<file path="config.mk">
export PLATFORM = sky130hd
export DESIGN_NAME = npc_unit
export DESIGN_NICKNAME = d
export VERILOG_FILES = /design/src/rtl/npc_pkg.sv /design/src/rtl/npc_decode.sv /design/src/rtl/npc_target.sv /design/src/rtl/npc_compare.sv /design/src/rtl/npc_unit.sv
export SDC_FILE = /design/constraint.sdc
export NUM_CORES = 1
export LEC_CHECK = 0
export BUFFER_PORTS_ARGS = -buffer_cell sky130_fd_sc_hd__buf_2
export CAP_MARGIN = 40
export CORE_UTILIZATION = 52
export CTS_CLUSTER_DIAMETER = 120
export CTS_CLUSTER_SIZE = 8
export DETAILED_ROUTE_END_ITERATION = 10
export PLACE_DENSITY = 0.8
export SYNTH_ARGS = -nofsm -noshare
export SYNTH_HDL_FRONTEND = slang
export SYNTH_HIERARCHICAL = 1
export SYNTH_SLANG_ARGS = --single-unit
</file>
<file path="constraint.sdc">
create_clock -name clk -period 4.35 [get_ports clk]
set_clock_uncertainty 0.1 [all_clocks]
set_input_delay 0.2175 -clock clk [delete_from_list [all_inputs] [get_ports clk]]
set_output_delay 0.2175 -clock clk [all_outputs]
set_load 0.1 [all_outputs]
</file>
<file path="src/rtl/npc_pkg.sv">
package npc_pkg;

    localparam int XLEN       = 32;
    localparam int OPC_W      = 6;
    localparam int FUN_W      = 6;
    localparam int JIDX_W     = 26;
    localparam int IMM_W      = 16;
    localparam int REGION_W   = XLEN - JIDX_W - 2;
    localparam int ILEN_BYTES = 4;

    localparam logic [OPC_W-1:0] OPC_SPECIAL = 6'd0;
    localparam logic [OPC_W-1:0] OPC_JUMP    = 6'd2;
    localparam logic [OPC_W-1:0] OPC_BREQ    = 6'd4;
    localparam logic [OPC_W-1:0] OPC_BRNE    = 6'd5;
    localparam logic [FUN_W-1:0] FUN_REGJMP  = 6'd8;

    typedef enum logic [2:0] {
        XFER_SEQ,
        XFER_JUMP,
        XFER_REG,
        XFER_BREQ,
        XFER_BRNE
    } xfer_e;

    typedef struct packed {
        logic [XLEN-1:0] pc;
        logic            taken;
    } npc_state_t;

endpackage

</file>
<file path="src/rtl/npc_decode.sv">
module npc_decode
    import npc_pkg::*;
(
    input  logic [OPC_W-1:0] opcode,
    input  logic [FUN_W-1:0] funct,
    output xfer_e            kind
);
    always_comb begin
        kind = XFER_SEQ;
        unique case (opcode)
            OPC_SPECIAL: kind = (funct == FUN_REGJMP) ? XFER_REG : XFER_SEQ;
            OPC_JUMP:    kind = XFER_JUMP;
            OPC_BREQ:    kind = XFER_BREQ;
            OPC_BRNE:    kind = XFER_BRNE;
            default:     kind = XFER_SEQ;
        endcase
    end
endmodule

</file>
<file path="src/rtl/npc_target.sv">
module npc_target
    import npc_pkg::*;
(
    input  logic [XLEN-1:0]   pc_cur,
    input  logic [JIDX_W-1:0] jidx,
    input  logic [IMM_W-1:0]  imm,
    output logic [XLEN-1:0]   seq_tgt,
    output logic [XLEN-1:0]   jump_tgt,
    output logic [XLEN-1:0]   br_tgt
);
    localparam int EXT_W = XLEN - IMM_W - 2;

    logic [XLEN-1:0] br_disp;

    always_comb begin
        seq_tgt  = pc_cur + XLEN'(ILEN_BYTES);
        jump_tgt = {pc_cur[XLEN-1 -: REGION_W], jidx, 2'b00};
        br_disp  = {{EXT_W{imm[IMM_W-1]}}, imm, 2'b00};
        br_tgt   = seq_tgt + br_disp;
    end
endmodule

</file>
<file path="src/rtl/npc_compare.sv">
module npc_compare
    import npc_pkg::*;
(
    input  logic [XLEN-1:0] a,
    input  logic [XLEN-1:0] b,
    output logic            same
);
    always_comb same = ((a ^ b) == '0);
endmodule

</file>
<file path="src/rtl/npc_unit.sv">
module npc_unit
    import npc_pkg::*;
#(
    parameter logic [31:0] RESET_VEC = 32'h0000_0000
) (
    input  logic        clk,
    input  logic        rst,
    input  logic        instr_valid,
    input  logic [31:0] instr,
    input  logic [31:0] rs_val,
    input  logic [31:0] rt_val,
    output logic [31:0] pc,
    output logic        taken
);
    npc_state_t      state_d, state_q;
    xfer_e           kind;
    logic            ops_same;
    logic [XLEN-1:0] seq_tgt, jump_tgt, br_tgt;

    npc_decode u_decode (
        .opcode (instr[31:26]),
        .funct  (instr[5:0]),
        .kind   (kind)
    );

    npc_compare u_cmp (
        .a    (rs_val),
        .b    (rt_val),
        .same (ops_same)
    );

    npc_target u_tgt (
        .pc_cur   (state_q.pc),
        .jidx     (instr[25:0]),
        .imm      (instr[15:0]),
        .seq_tgt  (seq_tgt),
        .jump_tgt (jump_tgt),
        .br_tgt   (br_tgt)
    );

    always_comb begin
        state_d       = state_q;
        state_d.taken = 1'b0;
        if (instr_valid) begin
            state_d.pc = seq_tgt;
            unique case (kind)
                XFER_JUMP: begin
                    state_d.pc    = jump_tgt;
                    state_d.taken = 1'b1;
                end
                XFER_REG: begin
                    state_d.pc    = rs_val;
                    state_d.taken = 1'b1;
                end
                XFER_BREQ: if (ops_same) begin
                    state_d.pc    = br_tgt;
                    state_d.taken = 1'b1;
                end
                XFER_BRNE: if (!ops_same) begin
                    state_d.pc    = br_tgt;
                    state_d.taken = 1'b1;
                end
                default: state_d.pc = seq_tgt;
            endcase
        end
    end

    always_ff @(posedge clk) begin
        if (rst) begin
            state_q.pc    <= RESET_VEC;
            state_q.taken <= 1'b0;
        end else begin
            state_q <= state_d;
        end
    end

    assign pc    = state_q.pc;
    assign taken = state_q.taken;
endmodule

</file>
# Word level (Yosys, flattened, before mapping)
# Cells that the tools add are included.
totals:
  regBits: 33
  latchBits: 0
  ramBits: 0
  rom_bits: 0
  input_bits: 99
  output_inout_bits: 33
  word_cells: 27
  mem_count: 0
classes:
  add_sub_neg: 2
  n_mul: 0
  div_mod_pow: 0
  order_cmp: 0
  eq_ne: 8
  shift: 0
  n_mux: 6
  n_bitwise: 3
  reduce_logical: 5
op_table:
  columns: ["cell", "n"]
  rows:
  - ["one-hot mux 32 bit (4 select lines)", 1]
  - ["2-to-1 mux 33 bit", 2]
  - ["adder 32 x 3 -> 32 bit (second input constant)", 1]
  - ["adder 32 bit", 1]
  - ["zero test 32 bit", 1]
  - ["bitwise XOR 32 bit", 1]
  - ["equality test 6 x 3 -> 1 bit (second input constant)", 2]
  - ["one-hot mux 3 bit (4 select lines)", 1]
  - ["equality test 3 x 2 -> 1 bit (second input constant)", 2]
  - ["equality test 6 x 2 -> 1 bit (second input constant)", 1]
  - ["equality test 6 x 4 -> 1 bit (second input constant)", 1]
  - ["zero test 6 bit", 1]
  - ["OR reduction 2 bit", 2]
  - ["equality test 3 x 1 -> 1 bit (second input constant)", 1]
  - ["equality test 3 bit (second input constant)", 1]
  - ["one-hot mux 1 bit (3 select lines)", 1]
  - ["2-to-1 mux 2 bit", 1]
  - ["NOT 1 bit", 2]
  - ["AND reduction 2 bit", 1]

# Longest topological paths before layout
depth:
  depth_word: 6
  depth_mapped: 20
  ltp_nobuf: 19

# Cells and area by module
# The synthesis kept the hierarchy.
modules_own_cells:
  columns: ["mod", "n_inst", "cells_per_inst", "area_each_um2", "seq_area_each_um2"]
  rows:
  - ["npc_unit", 1, 415, 3266.9, 660.6]
  - ["npc_target", 1, 337, 2453.6, 0.0]
  - ["npc_compare", 1, 43, 346.6, 0.0]
  - ["npc_decode", 1, 9, 63.8, 0.0]

# Worst setup path after synthesis
# OpenSTA, ideal clock, no wires.
synth_timing:
  path_kind: "register -> register"
  startpoint: "register, netlist name pc[5]"
  endpoint: "register, netlist name pc[31]"
  setup_time_ns: 0.148
  t_arrival_ns: 4.810
  required_time_ns: 4.102
  setup_slack_ns: -0.708
  stages_incl_launch_ff: 21
  n_path_buf: 1
  period_less_slack_ns: 5.058
  cell_sequence: "dfxtp_1 and4_4 and4_4 and2b_1 nand2_1 nor2_1 nand2_1 xnor2_1 ha_1 buf_6 a21o_1 a21o_1 a21oi_2 o21ai_1 a221o_1 a41oi_2 xnor3_1 mux2i_1 nor2_1 a221oi_1 a2111oi_2"
synth_via:
  elab_chain_cells: 4
  word_cells_on_any_way: 5
  cone_classes: "add/sub (2); mux (3)"
synth_lines:
  columns: ["item", "line_no", "source"]
  rows:
  - ["adder 32 x 3 -> 32 bit (*)", "npc_target.sv:16", "seq_tgt = pc_cur + XLEN'(ILEN_BYTES);"]
  - ["named net seq_tgt[24]", "npc_unit.sv:18", "logic [XLEN-1:0] seq_tgt, jump_tgt, br_tgt;"]
  - ["adder 32 bit (*)", "npc_target.sv:19", "br_tgt = seq_tgt + br_disp;"]
  - ["named net br_tgt[31]", "npc_unit.sv:18", null]
  - ["2-to-1 mux 33 bit, on equally long branches", "npc_unit.sv:59, npc_unit.sv:55", null]
  - ["one-hot mux 32 bit (4 select lines) (*)", "npc_unit.sv:46", "unique case (kind)"]
# The timed path passes the listed nets; every way through them passes the cells marked *.
# A chain may end at the register's enable or synchronous reset.

# Worst setup path in the final report
layout_timing:
  startpoint: "register, netlist name pc[4]"
  endpoint: "register, netlist name pc[31]"
layout_via:
  elab_chain_cells: 4
  word_cells_on_any_way: 5
  cone_classes: "add/sub (2); mux (3)"
layout_lines:
  columns: ["item", "line_no"]
  rows:
  - ["adder 32 x 3 -> 32 bit (*)", "npc_target.sv:16"]
  - ["named net seq_tgt[24]", "npc_unit.sv:18"]
  - ["adder 32 bit (*)", "npc_target.sv:19"]
  - ["named net br_tgt[31]", "npc_unit.sv:18"]
  - ["2-to-1 mux 33 bit, on equally long branches", "npc_unit.sv:59, npc_unit.sv:55"]
  - ["one-hot mux 32 bit (4 select lines) (*)", "npc_unit.sv:46"]
# Marks and branches as above.

==> summary.md <==
| Metric | Value |
|---|---|
| Run status | `completed` |
| Synthesized area per cell | `7.63 µm²` |
| Violation count after the first detailed-route iteration | `670` |
| Seq cells post-synth | `33` |
| Final setup violation count | `0` |
| Commonest cells post-synth | `120 x nor2_1, 68 x a21oi_1, 46 x xor2_1` |
| WHS Path Cells | `4` |
| Vias per inst | `6.49` |
| Sequential area share after synthesis | `10.8%` |
| Slew headroom | `42.8%` |
| DR WL met3 | `2100 µm` |
| Routed wl met2 | `8910 µm` |
| TritonCTS clock tree | `yes` |
| Io pins | `132` |
| CTS Buffer Depth | `2` |
| Drt pass-1 iters | `7` |
| GP Congestion | `0.995` |
| Post-layout nets | `1012` |
| Tcrit/Tclk final | `96.2%` |
| GRT Total Usage | `32.0%` |
| Antenna violations before repair | `0` |
| Post-synth top flop | `dfxtp_1` |
| Clk slew on worst S/H paths | `0.06 ns` |
| WP data arrival | `4.23 ns` |
| Worst reg2reg setup slack | `0.16 ns` |
| Worst hold start | `instr[17]` |
| FF-to-FF path depth | `19` |
| Tmin final | `4.19 ns` |
| Post-synth ARST share | `0%` |
| Hold Vio Cnt, Final | `0` |
| Post-CTS Hold Buffers | `0` |
| Critical path capture point type | `register` |
| DP HPWL | `14900 µm` |
| Die area | `12200 µm²` |
| Post-Syn Area | `6130 µm²` |
| DR top layer | `met4` |
| Fillers | `1027` |
| WP buf/inv | `0` |
| Hold EP | `pc[19]$_SDFFE_PP0P_` |
| Synth top area share | `10.8%` |
| CTS root buf | `clkbuf_16` |
| GRT overflow | `0` |
| EDFF count, synth | `0` |
| Post-DRT Antenna Nets | `0` |
| Cell accounting for the most synthesized area | `dfxtp_1` |
| Ys Warns | `6` |
| CP Data Required Time | `4.40 ns` |
| Clock sinks | `33` |
| CP max stage cell | `dfxtp_4` |
| Setup TNS | `0 ns` |
| DR vias | `6643` |
| Initial Util | `53.5%` |
| Crit Path Class | `reg2reg` |
| Area growth syn-to-layout | `12.8%` |
| Pins Over Slew Limit | `0` |
| Fmax | `239 MHz` |
| Crit-path leading delay family | `compound AO/OA/AOI/OAI gates` |
| Vias in the first global route | `6042` |
| Worst-Margin Slew | `0.853 ns` |
| Crit-path cells | `and4_4, and4_4, and2b_2, nand2_2, nor2_2, nand2_1, xnor2_2, ha_1, a21o_1, a21o_1, a21oi_2, o21ai_1, a221o_1, a41oi_2, xnor3_1, mux2i_1, nor2_1, a221oi_2, a2111oi_2` |
| Ant. Diodes | `0` |
| Placed cells | `1014` |
| # DRC | `0` |
| Routed WL per cell | `19.7 µm` |
| Count of different cell masters after synthesis | `66` |
| Final std cells w/o fill | `1023` |
| Cells after Synth | `804` |
| Reg2reg end | `pc[31]$_SDFFE_PP0P_` |
| Worst Setup Start Kind | `register` |
| Total Power | `1620 µW` |
| Height of the die | `111 µm` |
| Pleak | `0.00291 µW` |
| Routed met1 length | `8410 µm` |
| VDD IR max | `0.153 mV` |
| H-tree lvl count | `2` |
| Crit-path max FO | `8` |
| Clk_lat worst skew | `0.29 ns` |
| Slowest stage delay, CP | `0.39 ns` |
| CTS Buf Count | `5` |
| Top cells by area, synth | `dfxtp_1 11%, nor2_1 7.3%, a2111oi_2 7.1%` |
| Fraction of layout cells with a size suffix above 1 | `31.6%` |
| Final core utilization | `60.3%` |
| Max-Cap Viols | `0` |
| PwrDens | `234 nW/µm²` |
| Largest net degree at the start of global routing | `40` |
| Total core area | `11500 µm²` |
| Final wirelength | `20200 µm` |
| RR Startpoint | `pc[4]$_SDFFE_PP0P_` |
| Port-buffer cells | `131` |
| Cell row count | `39` |
| Cell with the most instances after synthesis | `nor2_1` |
| Worst hold path class | `in2reg` |
| Die Wd | `111 µm` |
| First-pass GRT wire length | `31700 µm` |
[final cells by class]
| cell class | instances | area (µm²) | share of cell area, % |
|---|---|---|---|
| Timing Repair Buffer | 151 | 838 | 12.1 |
| Tap cell | 143 | 179 | 2.59 |
| Sequential cell | 33 | 708 | 10.2 |
| Clock buffer | 7 | 143 | 2.06 |
| Clock inverter | 1 | 7.51 | 0.109 |
| Inverter | 41 | 154 | 2.23 |
| Multi-Input combinational cell | 647 | 4890 | 70.7 |
[cells in the final DEF (no fill, tap or decap), types with 8 or more instances in the layout]
cell | netlist | layout
buf_2 | 15 | 131
nor2_1 | 120 | 117
dfxtp_1 | 33 | 13
nand4_1 | 16 | 16
buf_4 | 41 | 18
dfxtp_4 | 0 | 9
nand3_1 | 12 | 12
o22ai_1 | 31 | 31
mux2_2 | 31 | 31
mux2i_1 | 31 | 31
nor4_1 | 9 | 9
xor2_1 | 46 | 44
dfxtp_2 | 0 | 11
a21o_1 | 21 | 21
xnor2_1 | 42 | 36
a2111oi_2 | 29 | 29
nor3_1 | 10 | 8
inv_1 | 40 | 40
nand2_1 | 29 | 28
a21oi_1 | 68 | 67
ha_1 | 33 | 30
o21ai_1 | 9 | 8
a221oi_1 | 30 | 29
o21ai_0 | 12 | 12
[power by group]
group | leakage [µW] | switching, µW | internal, µW | total [µW]
registers | 0.000282 | 44.3 | 326 | 370
logic | 0.00256 | 546 | 315 | 860
clock network | 0.0000701 | 162 | 229 | 391
total | 0.00291 | 752 | 869 | 1620
[metrics by stage]
step           hold slack [ns]  area (µm²)  setup slack, ns
2_1_floorplan            0.179        6200           0.0123
3_3_place_gp             0.447        6650            0.198
3_5_place_dp             0.455        6680            0.118
4_1_cts                  0.290        6830           0.0826
5_1_grt                  0.317        6920          -0.0310
6_report                 0.279        6920            0.165
[worst register-to-register path, cell delays in order (launching register included)]
cell and delay [ns]:
dfxtp_4 0.39, and4_4 0.26, and4_4 0.29, and2b_2 0.19
nand2_2 0.09, nor2_2 0.17, nand2_1 0.11, xnor2_2 0.17
ha_1 0.32, a21o_1 0.20, a21o_1 0.19, a21oi_2 0.15
o21ai_1 0.08, a221o_1 0.35, a41oi_2 0.16, xnor3_1 0.26
mux2i_1 0.16, nor2_1 0.07, a221oi_2 0.24, a2111oi_2 0.10
[per-layer routing]
metal | up-vias | GRT usage [%]
met1 | 3095 | 43.8
li1 | 3074 | -
met3 | 69 | 6.09
met5 | - | 0
met4 | 0 | 13.3
met2 | 405 | 49.0
[registers in the layout, indices dropped and copies added (netlist names)]
| register | flops |
|---|---|
| taken | 1 |
| pc | 32 |
[worst max path at each step]
stage | to | cells after the start | from | slack (ns)
floorplan | pc[31]$_SDFFE_PP0P_ | 19 | pc[4]$_SDFFE_PP0P_ | 0.01
global placement | pc[30]$_SDFFE_PP0P_ | 17 | pc[5]$_SDFFE_PP0P_ | 0.20
detailed placement | pc[30]$_SDFFE_PP0P_ | 19 | pc[4]$_SDFFE_PP0P_ | 0.12
CTS | pc[30]$_SDFFE_PP0P_ | 19 | pc[4]$_SDFFE_PP0P_ | 0.08
global route | pc[31]$_SDFFE_PP0P_ | 19 | pc[4]$_SDFFE_PP0P_ | -0.03
finish | pc[31]$_SDFFE_PP0P_ | 19 | pc[4]$_SDFFE_PP0P_ | 0.16
[cells by family after synthesis]
| family | synth area share [%] |
|---|---|
| AO/OA/AOI/OAI | 29.6 |
| XOR/XNOR | 12.9 |
| adder cells (fa/ha/maj) | 7.06 |
| buffers and inverters | 11.6 |
| flip-flops | 10.8 |
| multiplexers | 10.8 |
| other | 0.0612 |
| AND/OR/NAND/NOR | 17.3 |
[repair_timing]
action | CTS | global route
setup endpoints to repair | 0 | 7
gates resized for setup | 0 | 17
buffers inserted | 0 | 1
Power figures use the tool's default switching activity.
